==> src/rtl/pbtn_pkg.sv <==
package pbtn_pkg;

  typedef enum logic [1:0] {
    ST_SHIP    = 2'd0,
    ST_PWRUP   = 2'd1,
    ST_ON      = 2'd2,
    ST_OFFWAIT = 2'd3
  } pbtn_state_e;

  localparam logic [2:0] ACT_NONE  = 3'd0;
  localparam logic [2:0] ACT_HWRST = 3'd1;
  localparam logic [2:0] ACT_PCYC  = 3'd2;
  localparam logic [2:0] ACT_AUTO  = 3'd3;
  localparam logic [2:0] ACT_SHIP  = 3'd4;

  function automatic int max2(input int a, input int b);
    return (a > b) ? a : b;
  endfunction

endpackage

==> src/rtl/pbtn_press_timer.sv <==
module pbtn_press_timer
  import pbtn_pkg::*;
#(
  parameter int W1_SHORT_T = 125,
  parameter int W1_LONG_T  = 500,
  parameter int LONG_A_T   = 5000,
  parameter int LONG_B_T   = 10000
) (
  input  logic clk,
  input  logic rst_n,
  input  logic tick_en,
  input  logic btn_n,
  input  logic cfg_wake1_sel,
  input  logic cfg_long_sel,
  output logic pressed,
  output logic released,
  output logic hit_wake1,
  output logic hit_long,
  output logic held_wake1
);

  localparam int CNT_MAX = max2(max2(LONG_A_T, LONG_B_T), W1_LONG_T);
  localparam int CW      = $clog2(CNT_MAX + 1);
  localparam logic [CW-1:0] W1S_C  = CW'(W1_SHORT_T);
  localparam logic [CW-1:0] W1L_C  = CW'(W1_LONG_T);
  localparam logic [CW-1:0] LGA_C  = CW'(LONG_A_T);
  localparam logic [CW-1:0] LGB_C  = CW'(LONG_B_T);
  localparam logic [CW-1:0] SAT_C  = CW'(CNT_MAX);

  logic          sync1_q, sync2_q, prs_q;
  logic [CW-1:0] cnt_q, cnt_n;
  logic [CW-1:0] w1_lim, lg_lim;

  assign w1_lim = cfg_wake1_sel ? W1L_C : W1S_C;
  assign lg_lim = cfg_long_sel  ? LGB_C : LGA_C;

  assign pressed    = ~sync2_q;
  assign released   = prs_q & ~pressed;
  assign hit_wake1  = pressed & tick_en & (cnt_q == w1_lim - 1'b1);
  assign hit_long   = pressed & tick_en & (cnt_q == lg_lim - 1'b1);
  assign held_wake1 = (cnt_q >= w1_lim);

  always_comb begin
    cnt_n = cnt_q;
    if (!pressed) begin
      cnt_n = '0;
    end else if (tick_en && (cnt_q != SAT_C)) begin
      cnt_n = cnt_q + 1'b1;
    end
  end

  always_ff @(posedge clk or negedge rst_n) begin
    if (!rst_n) begin
      sync1_q <= 1'b1;
      sync2_q <= 1'b1;
      prs_q   <= 1'b0;
      cnt_q   <= '0;
    end else begin
      sync1_q <= btn_n;
      sync2_q <= sync1_q;
      prs_q   <= pressed;
      cnt_q   <= cnt_n;
    end
  end

endmodule

==> src/rtl/pbtn_bus_wd.sv <==
module pbtn_bus_wd #(
  parameter int WD_T = 14000
) (
  input  logic clk,
  input  logic rst_n,
  input  logic tick_en,
  input  logic vin_ok,
  input  logic host_txn,
  input  logic cfg_wd_en,
  output logic wd_fire
);

  localparam int CW = $clog2(WD_T + 1);
  localparam logic [CW-1:0] LIM_C = CW'(WD_T - 1);

  logic          en_q, vin_q, armed_q, run_q;
  logic          armed_n, run_n;
  logic [CW-1:0] cnt_q, cnt_n;
  logic          close_win;

  assign wd_fire   = run_q & tick_en & cfg_wd_en & ~host_txn & (cnt_q == LIM_C);
  assign close_win = wd_fire | (run_q & host_txn);

  always_comb begin
    armed_n = armed_q;
    if (!cfg_wd_en) begin
      armed_n = 1'b0;
    end else if (!en_q) begin
      armed_n = 1'b1;
    end else if (close_win) begin
      armed_n = 1'b0;
    end

    run_n = run_q;
    if (!vin_ok || !cfg_wd_en || close_win) begin
      run_n = 1'b0;
    end else if (!vin_q && armed_q) begin
      run_n = 1'b1;
    end

    cnt_n = cnt_q;
    if (!run_q) begin
      cnt_n = '0;
    end else if (tick_en) begin
      cnt_n = cnt_q + 1'b1;
    end
  end

  always_ff @(posedge clk or negedge rst_n) begin
    if (!rst_n) begin
      en_q    <= 1'b0;
      vin_q   <= 1'b0;
      armed_q <= 1'b0;
      run_q   <= 1'b0;
      cnt_q   <= '0;
    end else begin
      en_q    <= cfg_wd_en;
      vin_q   <= vin_ok;
      armed_q <= armed_n;
      run_q   <= run_n;
      cnt_q   <= cnt_n;
    end
  end

endmodule

==> src/rtl/pbtn_rail_seq.sv <==
module pbtn_rail_seq
  import pbtn_pkg::*;
#(
  parameter int LDO_DLY_T   = 20,
  parameter int CYCLE_OFF_T = 600,
  parameter int RESTART_T0  = 600,
  parameter int RESTART_T1  = 1200,
  parameter int RESTART_T2  = 2400,
  parameter int RESTART_T3  = 5000
) (
  input  logic       clk,
  input  logic       rst_n,
  input  logic       tick_en,
  input  logic       pressed,
  input  logic       released,
  input  logic       hit_wake1,
  input  logic       hit_long,
  input  logic       held_wake1,
  input  logic       vin_ok,
  input  logic       lp_n,
  input  logic       host_abort,
  input  logic [2:0] cfg_long_act,
  input  logic [1:0] cfg_restart_sel,
  input  logic       cfg_rst_need_vin,
  input  logic       wd_fire,
  output logic       rst_pulse,
  output logic       sys_rail_en,
  output logic       ldo_rail_en,
  output logic       ship_req,
  output logic       evt_short,
  output logic       evt_long
);

  localparam int DMAX = max2(max2(LDO_DLY_T, CYCLE_OFF_T),
                             max2(max2(RESTART_T0, RESTART_T1), max2(RESTART_T2, RESTART_T3)));
  localparam int DW = $clog2(DMAX + 1);
  localparam logic [DW-1:0] LDO_C = DW'(LDO_DLY_T);
  localparam logic [DW-1:0] CYC_C = DW'(CYCLE_OFF_T);
  localparam logic [DW-1:0] RD0_C = DW'(RESTART_T0);
  localparam logic [DW-1:0] RD1_C = DW'(RESTART_T1);
  localparam logic [DW-1:0] RD2_C = DW'(RESTART_T2);
  localparam logic [DW-1:0] RD3_C = DW'(RESTART_T3);

  pbtn_state_e   state_q, state_n;
  logic [DW-1:0] dly_q, dly_n, tgt_q, tgt_n, rs_t;
  logic          pend_q, pend_n, abort_q, abort_n;
  logic          btn_rst;
  logic          rst_q, evs_q, evl_q;
  logic          is_on;

  assign is_on = (state_q == ST_ON);

  always_comb begin
    case (cfg_restart_sel)
      2'd0:    rs_t = RD0_C;
      2'd1:    rs_t = RD1_C;
      2'd2:    rs_t = RD2_C;
      default: rs_t = RD3_C;
    endcase
  end

  always_comb begin
    state_n = state_q;
    dly_n   = dly_q;
    tgt_n   = tgt_q;
    pend_n  = pend_q;
    abort_n = abort_q;
    btn_rst = 1'b0;

    if (released) begin
      pend_n  = 1'b0;
      abort_n = 1'b0;
    end else if (pressed && host_abort) begin
      pend_n  = 1'b0;
      abort_n = 1'b1;
    end else if (is_on && hit_long && !abort_q) begin
      pend_n  = 1'b1;
    end

    case (state_q)
      ST_SHIP: begin
        if (vin_ok || (released && held_wake1)) begin
          state_n = ST_PWRUP;
          dly_n   = '0;
        end
      end
      ST_PWRUP: begin
        if (tick_en) begin
          if (dly_q == LDO_C - 1'b1) begin
            state_n = ST_ON;
            dly_n   = '0;
          end else begin
            dly_n = dly_q + 1'b1;
          end
        end
      end
      ST_ON: begin
        if (released && pend_q) begin
          case (cfg_long_act)
            ACT_HWRST: begin
              if (!(cfg_rst_need_vin && !vin_ok)) begin
                if (!lp_n) begin
                  state_n = ST_OFFWAIT;
                  dly_n   = '0;
                  tgt_n   = CYC_C;
                end else begin
                  btn_rst = 1'b1;
                end
              end
            end
            ACT_PCYC: begin
              state_n = ST_OFFWAIT;
              dly_n   = '0;
              tgt_n   = CYC_C;
            end
            ACT_AUTO: begin
              state_n = ST_OFFWAIT;
              dly_n   = '0;
              tgt_n   = rs_t;
            end
            ACT_SHIP: begin
              state_n = ST_SHIP;
            end
            default: ;
          endcase
        end
      end
      ST_OFFWAIT: begin
        if (tick_en) begin
          if (dly_q == tgt_q - 1'b1) begin
            state_n = ST_PWRUP;
            dly_n   = '0;
          end else begin
            dly_n = dly_q + 1'b1;
          end
        end
      end
      default: state_n = ST_SHIP;
    endcase
  end

  always_ff @(posedge clk or negedge rst_n) begin
    if (!rst_n) begin
      state_q <= ST_SHIP;
      dly_q   <= '0;
      tgt_q   <= '0;
      pend_q  <= 1'b0;
      abort_q <= 1'b0;
      rst_q   <= 1'b0;
      evs_q   <= 1'b0;
      evl_q   <= 1'b0;
    end else begin
      state_q <= state_n;
      dly_q   <= dly_n;
      tgt_q   <= tgt_n;
      pend_q  <= pend_n;
      abort_q <= abort_n;
      rst_q   <= btn_rst | wd_fire;
      evs_q   <= is_on & hit_wake1;
      evl_q   <= is_on & hit_long;
    end
  end

  assign rst_pulse   = rst_q;
  assign sys_rail_en = (state_q == ST_PWRUP) || (state_q == ST_ON);
  assign ldo_rail_en = (state_q == ST_ON);
  assign ship_req    = (state_q == ST_SHIP);
  assign evt_short   = evs_q;
  assign evt_long    = evl_q;

endmodule

==> src/rtl/pbtn_pwr_ctrl.sv <==
module pbtn_pwr_ctrl #(
  parameter int W1_SHORT_T  = 125,
  parameter int W1_LONG_T   = 500,
  parameter int LONG_A_T    = 5000,
  parameter int LONG_B_T    = 10000,
  parameter int LDO_DLY_T   = 20,
  parameter int CYCLE_OFF_T = 600,
  parameter int RESTART_T0  = 600,
  parameter int RESTART_T1  = 1200,
  parameter int RESTART_T2  = 2400,
  parameter int RESTART_T3  = 5000,
  parameter int WD_T        = 14000
) (
  input  logic       clk,
  input  logic       rst_n,
  input  logic       tick_en,
  input  logic       btn_n,
  input  logic       vin_ok,
  input  logic       lp_n,
  input  logic       host_txn,
  input  logic       host_abort,
  input  logic       cfg_wake1_sel,
  input  logic       cfg_long_sel,
  input  logic [2:0] cfg_long_act,
  input  logic [1:0] cfg_restart_sel,
  input  logic       cfg_rst_need_vin,
  input  logic       cfg_wd_en,
  output logic       rst_pulse,
  output logic       sys_rail_en,
  output logic       ldo_rail_en,
  output logic       ship_req,
  output logic       evt_short,
  output logic       evt_long
);

  logic pressed, released, hit_wake1, hit_long, held_wake1, wd_fire;

  pbtn_press_timer #(
    .W1_SHORT_T (W1_SHORT_T),
    .W1_LONG_T  (W1_LONG_T),
    .LONG_A_T   (LONG_A_T),
    .LONG_B_T   (LONG_B_T)
  ) u_press (
    .clk           (clk),
    .rst_n         (rst_n),
    .tick_en       (tick_en),
    .btn_n         (btn_n),
    .cfg_wake1_sel (cfg_wake1_sel),
    .cfg_long_sel  (cfg_long_sel),
    .pressed       (pressed),
    .released      (released),
    .hit_wake1     (hit_wake1),
    .hit_long      (hit_long),
    .held_wake1    (held_wake1)
  );

  pbtn_bus_wd #(
    .WD_T (WD_T)
  ) u_wd (
    .clk       (clk),
    .rst_n     (rst_n),
    .tick_en   (tick_en),
    .vin_ok    (vin_ok),
    .host_txn  (host_txn),
    .cfg_wd_en (cfg_wd_en),
    .wd_fire   (wd_fire)
  );

  pbtn_rail_seq #(
    .LDO_DLY_T   (LDO_DLY_T),
    .CYCLE_OFF_T (CYCLE_OFF_T),
    .RESTART_T0  (RESTART_T0),
    .RESTART_T1  (RESTART_T1),
    .RESTART_T2  (RESTART_T2),
    .RESTART_T3  (RESTART_T3)
  ) u_seq (
    .clk              (clk),
    .rst_n            (rst_n),
    .tick_en          (tick_en),
    .pressed          (pressed),
    .released         (released),
    .hit_wake1        (hit_wake1),
    .hit_long         (hit_long),
    .held_wake1       (held_wake1),
    .vin_ok           (vin_ok),
    .lp_n             (lp_n),
    .host_abort       (host_abort),
    .cfg_long_act     (cfg_long_act),
    .cfg_restart_sel  (cfg_restart_sel),
    .cfg_rst_need_vin (cfg_rst_need_vin),
    .wd_fire          (wd_fire),
    .rst_pulse        (rst_pulse),
    .sys_rail_en      (sys_rail_en),
    .ldo_rail_en      (ldo_rail_en),
    .ship_req         (ship_req),
    .evt_short        (evt_short),
    .evt_long         (evt_long)
  );

endmodule

==> config.mk <==
export PLATFORM = sky130hd
export DESIGN_NAME = pbtn_pwr_ctrl
export DESIGN_NICKNAME = d
export VERILOG_FILES = /design/src/rtl/pbtn_pkg.sv /design/src/rtl/pbtn_press_timer.sv /design/src/rtl/pbtn_bus_wd.sv /design/src/rtl/pbtn_rail_seq.sv /design/src/rtl/pbtn_pwr_ctrl.sv
export SDC_FILE = /design/constraint.sdc
export NUM_CORES = 1
export LEC_CHECK = 0
export BUFFER_PORTS_ARGS = -buffer_cell sky130_fd_sc_hd__buf_2
export CORE_MARGIN = 5
export CORE_UTILIZATION = 30
export DETAILED_ROUTE_END_ITERATION = 10
export PLACE_DENSITY = 0.54
export SYNTH_ARGS = -nofsm -noshare
export SYNTH_HDL_FRONTEND = slang
export SYNTH_SLANG_ARGS = --single-unit
==> constraint.sdc <==
create_clock -name clk -period 3.9 [get_ports clk]
set_clock_uncertainty 0.15 [all_clocks]
set_input_delay 0.78 -clock clk [delete_from_list [all_inputs] [get_ports clk]]
set_output_delay 0.78 -clock clk [all_outputs]
set_load 0.005 [all_outputs]
# == After elaboration in Yosys (flattened, before gate mapping) ==
# Cells that the tools add are included.
# classes
magnitude_cmp,1
add_sub_neg,6
n_mux,45
bitwise,15
n_reduce_logical,27
n_eq_ne,29
# ops
cell,n
$mux W13,10
$pmux W13 S3,2
$mux W14,5
$pmux W13 S4,1
$add A14 B1 Y14 const B,2
$eq A14 B14 Y1,2
$sub A14 B1 Y14 const B,2
$pmux W13 S2,1
$mux W2,8
$mux W1,15
$eq A14 B14 Y1 const B,1
$ge A14 B14 Y1,1
$ne A14 B14 Y1 const B,1
$add A13 B1 Y13 const B,1
$eq A13 B13 Y1,1
$eq A13 B5 Y1 const B,1
$sub A13 B1 Y13 const B,1
$ne A2 B2 Y1 const B,6
$ne A3 B3 Y1 const B,4
$and A1 B1 Y1,11
$mux W9,1
$reduce_and A9 Y1,1
$logic_and A1 B1 Y1,8
$pmux W2 S4,1
18 further kinds,36
# word_totals
ff_bits,68
output_inout_bits,6
inputBits,17

# == Logic depth before layout (Yosys ltp) ==
# depth
ltp_word,9
mapped_depth,11
ltp_nobuf,9

# == Hierarchy ==
# From an unflattened synthesis, not the netlist that was laid out.
# hier_totals
cells_unflattened,426
hier_area_um2,3988.8
# by_module_without_submodules
mod,instances,seq_area_each_um2,area_per_inst_um2,cells_each
pbtn_rail_seq,1,725.7,2028.2,228
pbtn_press_timer,1,427.9,1024.7,110
pbtn_bus_wd,1,450.4,935.9,88

# == Worst setup path after synthesis ==
# OpenSTA, ideal clock, no wires.
# synth_timing
path_kind,input to register
startpoint,input port cfg_wake1_sel
endpoint,register u_seq.dly_q[10]
arrival_time_ns,2.603
n_path_buf,1
setup_ns,0.121
stages,9
path_slack_ns,1.026
cell_sequence,inv_1 > ha_1 > or3b_2 > a31oi_1 > o211ai_1 > nand3_1 > clkbuf_1 > nor2_1 > a22o_1
# synth_via
elab_chain_len,6
# synth_rtl
item,line_no,source
from (decl),pbtn_pwr_ctrl.sv:22,"input logic cfg_wake1_sel,"
$mux W9,pbtn_press_timer.sv:34,assign w1_lim = cfg_wake1_sel ? W1L_C : W1S_C;
$ge A14 B14 Y1,pbtn_press_timer.sv:41,assign held_wake1 = (cnt_q >= w1_lim);
$logic_and A1 B1 Y1,pbtn_rail_seq.sv:82,if (vin_ok || (released && held_wake1)) begin
$logic_or A1 B1 Y1,pbtn_rail_seq.sv:82,
$ne A2 B1 Y1 (no line),--,
$reduce_and A7 Y1 (no line),--,
to (signal assigned),pbtn_rail_seq.sv:154,dly_q <= dly_n;
to (decl),pbtn_rail_seq.sv:45,"logic [DW-1:0] dly_q, dly_n, tgt_q, tgt_n, rs_t;"
# No other way between the ends.
# A chain may end at the register's enable or synchronous reset.

# == Final worst setup path ==
# layout_timing
startpoint,register u_seq.tgt_q[9]
endpoint,register u_seq.state_q[1]
# layout_via
elab_chain_len,4
# layout_rtl
item,line_no,source
from (decl),pbtn_rail_seq.sv:45,
from (signal assigned),pbtn_rail_seq.sv:155,tgt_q <= tgt_n;
$sub A13 B1 Y13,pbtn_rail_seq.sv:130,if (dly_q == tgt_q - 1'b1) begin
$eq A13 B13 Y1,pbtn_rail_seq.sv:130,
$ne A2 B1 Y1 (no line),--,
$reduce_and A9 Y1 (no line),--,
to (signal assigned),pbtn_rail_seq.sv:153,state_q <= state_n;
to (decl),pbtn_rail_seq.sv:44,"pbtn_state_e state_q, state_n;"
# No other way between the ends.

==> flow_results.xml <==
<?xml version="1.0" encoding="UTF-8"?>
<metrics>
  <group name="run_status">
    <metric name="status" unit="">complete, no violations</metric>
  </group>
  <group name="cts">
    <metric name="cts.sink_count" unit="">64</metric>
    <metric name="ctsResizeCount" unit="">0</metric>
    <metric name="clk-insertion-delay-late" unit="ns">0.33</metric>
    <metric name="clkTransAtPathRegs" unit="ns">0.05</metric>
    <metric name="cts-root-to-sink-buffers" unit="">2</metric>
    <metric name="post-cts-setup-buffers" unit="">0</metric>
    <metric name="ctsHoldBuffers" unit="">0</metric>
    <metric name="cts_root_buffer" unit="">sky130_fd_sc_hd__clkbuf_16</metric>
    <metric name="clock_tree_from_tritoncts" unit="">built</metric>
    <metric name="h-tree-depth" unit="">3</metric>
    <metric name="cts_inserted_buffers" unit="">9</metric>
  </group>
  <group name="die">
    <metric name="initial_core_util" unit="">0.303</metric>
    <metric name="die_width" unit="µm">122</metric>
    <metric name="fp.dieH" unit="µm">122</metric>
    <metric name="num_io_pins" unit="">23</metric>
    <metric name="design.die.area" unit="µm²">15000</metric>
    <metric name="rows" unit="">41</metric>
    <metric name="core_area" unit="µm²">12500</metric>
  </group>
  <group name="synth">
    <metric name="number_of_flops_mapped_to_enable_cells_by_yosys" unit="">0</metric>
    <metric name="synth.lib_cells_used.distinct" unit="">56</metric>
    <metric name="asyncSetResetFlopFracSynth" unit="">1.00</metric>
    <metric name="yosys.area.top_type" unit="">sky130_fd_sc_hd__dfrtp_1</metric>
    <metric name="netlist_area" unit="µm²">3780</metric>
    <metric name="post_synth_inst_count" unit="">413</metric>
    <metric name="yosys.area.top_type_share" unit="">0.410</metric>
    <metric name="syn-mean-instance-area" unit="µm²">9.16</metric>
    <metric name="synth_fp_nets" unit="">447</metric>
    <metric name="synthesis.yosys.warnings" unit="">0</metric>
    <metric name="netlist_top_cells_area" unit="">sky130_fd_sc_hd__dfrtp_1 (41%), sky130_fd_sc_hd__ha_1 (5.6%), sky130_fd_sc_hd__xnor2_1 (4.6%), sky130_fd_sc_hd__xor2_1 (4.2%), sky130_fd_sc_hd__nor2_1 (3.9%)</metric>
    <metric name="yosys_register_bits" unit="">64</metric>
    <metric name="dominantRegCellSynth" unit="">sky130_fd_sc_hd__dfrtp_1</metric>
    <metric name="portion_of_the_post_synthesis_area_used_by_sequential_elements" unit="">0.424</metric>
  </group>
  <group name="worst_setup_path">
    <metric name="critical_path.top_delay_family" unit="">simple AND/OR/NAND/NOR gates</metric>
    <metric name="cp.arrival" unit="ns">3.12</metric>
    <metric name="crit_slowest_cell" unit="">sky130_fd_sc_hd__o31ai_4</metric>
    <metric name="critPathMaxFanout" unit="">13</metric>
    <metric name="timing.critical_path.cells" unit="">inv_1, ha_1, nor3b_1, a21oi_1, nor3_1, o2111ai_2, o31ai_4, and3_1, mux2i_1</metric>
    <metric name="cp_num_buf_inv" unit="">1</metric>
    <metric name="worst-r2r-setup-slack" unit="ns">0.88</metric>
    <metric name="timing.critical_path.from_type" unit="">register</metric>
    <metric name="critical_path.endpoint_type" unit="">register</metric>
    <metric name="max_stage_delay" unit="ns">0.53</metric>
    <metric name="timing_worst_setup_path_type" unit="">register to register</metric>
    <metric name="cp.required" unit="ns">4.00</metric>
  </group>
  <group name="sta">
    <metric name="timing_hold_violations_final" unit="">0</metric>
    <metric name="max_freq" unit="MHz">331</metric>
    <metric name="timing.final.max_slew_violations" unit="">0</metric>
    <metric name="period_share" unit="">0.774</metric>
    <metric name="setup_repair_after_global_routing_missed_its_margin" unit="">false</metric>
    <metric name="tightest_slew" unit="ns">1.07</metric>
    <metric name="period_needed" unit="ns">3.02</metric>
    <metric name="slew-limit-headroom" unit="">0.284</metric>
    <metric name="fin_tns_setup" unit="ns">0</metric>
    <metric name="setup_viol" unit="">0</metric>
  </group>
  <group name="finish">
    <metric name="design.final.nets" unit="">463</metric>
    <metric name="syn2layout_area_growth" unit="%">14.0</metric>
    <metric name="fillerInstances" unit="">1262</metric>
    <metric name="fin_cells" unit="">606</metric>
    <metric name="core_occupancy_in_the_finished_layout" unit="">0.346</metric>
    <metric name="antenna_cells_inserted" unit="">0</metric>
    <metric name="fraction_of_layout_cells_with_a_size_suffix_above_1" unit="">0.113</metric>
  </group>
  <group name="place">
    <metric name="gp_routability_congestion" unit="">0.772</metric>
    <metric name="place_hpwl" unit="mm">6.01</metric>
    <metric name="port_buffers" unit="">22</metric>
    <metric name="post-place-cells" unit="">590</metric>
  </group>
  <group name="routing">
    <metric name="first_pass_iters" unit="">5</metric>
    <metric name="num_vias" unit="">2960</metric>
    <metric name="route.detailed.drc" unit="">0</metric>
    <metric name="number_of_vias_per_cell" unit="">4.88</metric>
    <metric name="detail_route.iter0.violations" unit="">251</metric>
    <metric name="detail_route.wl_per_cell" unit="µm">13.7</metric>
    <metric name="postRouteAntennaNets" unit="">0</metric>
    <metric name="detail_route.wirelength" unit="mm">8.30</metric>
  </group>
  <group name="power">
    <metric name="finalPower" unit="µW">2020</metric>
    <metric name="power.density" unit="nW/µm²">468</metric>
    <metric name="vdd_ir_drop_max" unit="mV">0.216</metric>
    <metric name="leakage" unit="µW">0.00190</metric>
  </group>
  <group name="global_routing">
    <metric name="grt_pass1_vias" unit="">2922</metric>
    <metric name="antenna_violations_before_repair" unit="">0</metric>
    <metric name="globalRouteMet1Util" unit="">0.161</metric>
    <metric name="grt_busiest_layer" unit="">met2</metric>
    <metric name="globalRoute.totalOverflow" unit="">0</metric>
    <metric name="maximum_number_of_pins_on_one_net_before_global_route_repair" unit="">49</metric>
    <metric name="gr-usage-met2" unit="">0.194</metric>
    <metric name="groute.layer.met3.usage" unit="">0.0327</metric>
    <metric name="wire_length_of_the_first_global_routing_pass" unit="mm">14.4</metric>
    <metric name="global_route.usage.total" unit="">0.122</metric>
  </group>
  <group name="job">
    <metric name="max_cap_viol_count" unit="">0</metric>
  </group>
  <group name="worst_hold_path">
    <metric name="worst_min_delay_path_category" unit="">register to register</metric>
  </group>
</metrics>
-- worst reg2reg max path, cell delays in order, from the launching register on --
cell,delay (ns)
sky130_fd_sc_hd__dfrtp_1,0.49
sky130_fd_sc_hd__inv_1,0.13
sky130_fd_sc_hd__ha_1,0.18
sky130_fd_sc_hd__nor3b_1,0.35
sky130_fd_sc_hd__a21oi_1,0.12
sky130_fd_sc_hd__nor3_1,0.27
sky130_fd_sc_hd__o2111ai_2,0.21
sky130_fd_sc_hd__o31ai_4,0.53
sky130_fd_sc_hd__and3_1,0.31
sky130_fd_sc_hd__mux2i_1,0.20
-- through the flow --
stage	cell area, µm²	hold WS (ns)	setup slack [ns]
finish	4310	0.203	0.881
global route	4310	0.207	0.671
CTS	4310	0.205	0.859
detailed placement	4040	0.197	0.646
global placement	4040	0.195	0.728
floorplan	3780	0.195	1.03
-- registers in the layout (all words and copies together) (netlist names) --
signal and cells:
u_seq.rst_pulse 1, u_press.cnt_q 14, u_wd.en_q 1, u_seq.tgt_q 9, u_wd.run_q 1, u_seq.evt_short 1, u_seq.dly_q 13, u_seq.abort_q 1
u_press.sync2_q 1, u_seq.evt_long 1, u_wd.armed_q 1, u_seq.state_q 2, u_press.prs_q 1, u_seq.pend_q 1, u_wd.vin_q 1, u_press.sync1_q 1
u_wd.cnt_q 14
-- cell usage after synthesis (6+ instances only) --
master / instances
sky130_fd_sc_hd__a21oi_1: 8
sky130_fd_sc_hd__a31oi_1: 6
sky130_fd_sc_hd__and2_1: 16
sky130_fd_sc_hd__and3_1: 13
sky130_fd_sc_hd__clkbuf_1: 14
sky130_fd_sc_hd__dfrtp_1: 62
sky130_fd_sc_hd__ha_1: 17
sky130_fd_sc_hd__inv_1: 27
sky130_fd_sc_hd__nand2_1: 33
sky130_fd_sc_hd__nand3_1: 19
sky130_fd_sc_hd__nand4_1: 15
sky130_fd_sc_hd__nor2_1: 39
sky130_fd_sc_hd__nor2b_1: 6
sky130_fd_sc_hd__nor3_1: 12
sky130_fd_sc_hd__o21ai_0: 17
sky130_fd_sc_hd__xnor2_1: 20
sky130_fd_sc_hd__xor2_1: 18
-- path summary, 6_finish.rpt --
check / startpoint / endpoint / depth (start not counted)
max in group asynchronous: rst_n / u_press.cnt_q[8] / 2
min reg2reg: u_press.sync1_q / u_press.sync2_q / 0
min: u_press.sync1_q / u_press.sync2_q / 0
max: u_seq.tgt_q[9] / u_seq.state_q[1] / 9
max reg2reg: u_seq.tgt_q[9] / u_seq.state_q[1] / 9
min in group asynchronous: rst_n / u_seq.dly_q[11] / 1
-- layout make-up --
type / count / area (µm²) / area share
flip-flops and latches: 64 / 1600 / 0.372
inverters: 27 / 101 / 0.0235
well taps: 172 / 215 / 0.0499
multi-input cells: 303 / 1990 / 0.462
repair buffers: 24 / 125 / 0.0290
clock buffers: 11 / 243 / 0.0563
clock inverters: 5 / 32.5 / 0.00755
-- routing by layer --
metal,part of all wire,vias to the layer above
met2,0.47,49
met5,0,-
met1,0.48,1430
li1,-,1473
met4,0.012,0
met3,0.038,8
-- cell usage in the layout (no fill, tap or decap), drive strengths merged, types with 4 or more instances in the layout --
cell type / netlist / routed
ha: 17 / 17
buf: 5 / 24
and2: 16 / 16
o21ai: 21 / 21
nor3: 12 / 12
nand4b: 4 / 4
nor2b: 6 / 6
and3: 13 / 13
a21oi: 9 / 9
nand4: 15 / 15
a22o: 4 / 4
clkbuf: 14 / 11
nand3: 20 / 20
xnor2: 20 / 20
nor4b: 4 / 4
xor2: 18 / 18
inv: 27 / 27
nand2: 33 / 33
dfrtp: 62 / 62
a31oi: 6 / 6
or3: 4 / 4
nor2: 39 / 39
-- cell families (layout without fill, tap and decap cells) --
kind of cell,count (synthesis),in the layout,synth area share
buffers and inverters,46,67,0.0500
flip-flops,64,64,0.424
XOR/XNOR,38,38,0.0880
adder cells (fa/ha/maj),17,17,0.0562
AND/OR/NAND/NOR,182,182,0.259
multiplexers,2,2,0.00529
AO/OA/AOI/OAI,64,64,0.117
-- power breakdown --
part           internal (µW)  leakage [µW]  switching (µW)
registers                721      0.000831            71.8
clock network            444      0.000128             291
logic                    186      0.000946             302
total                   1350       0.00190             665
(Power assumes the default switching activity.)
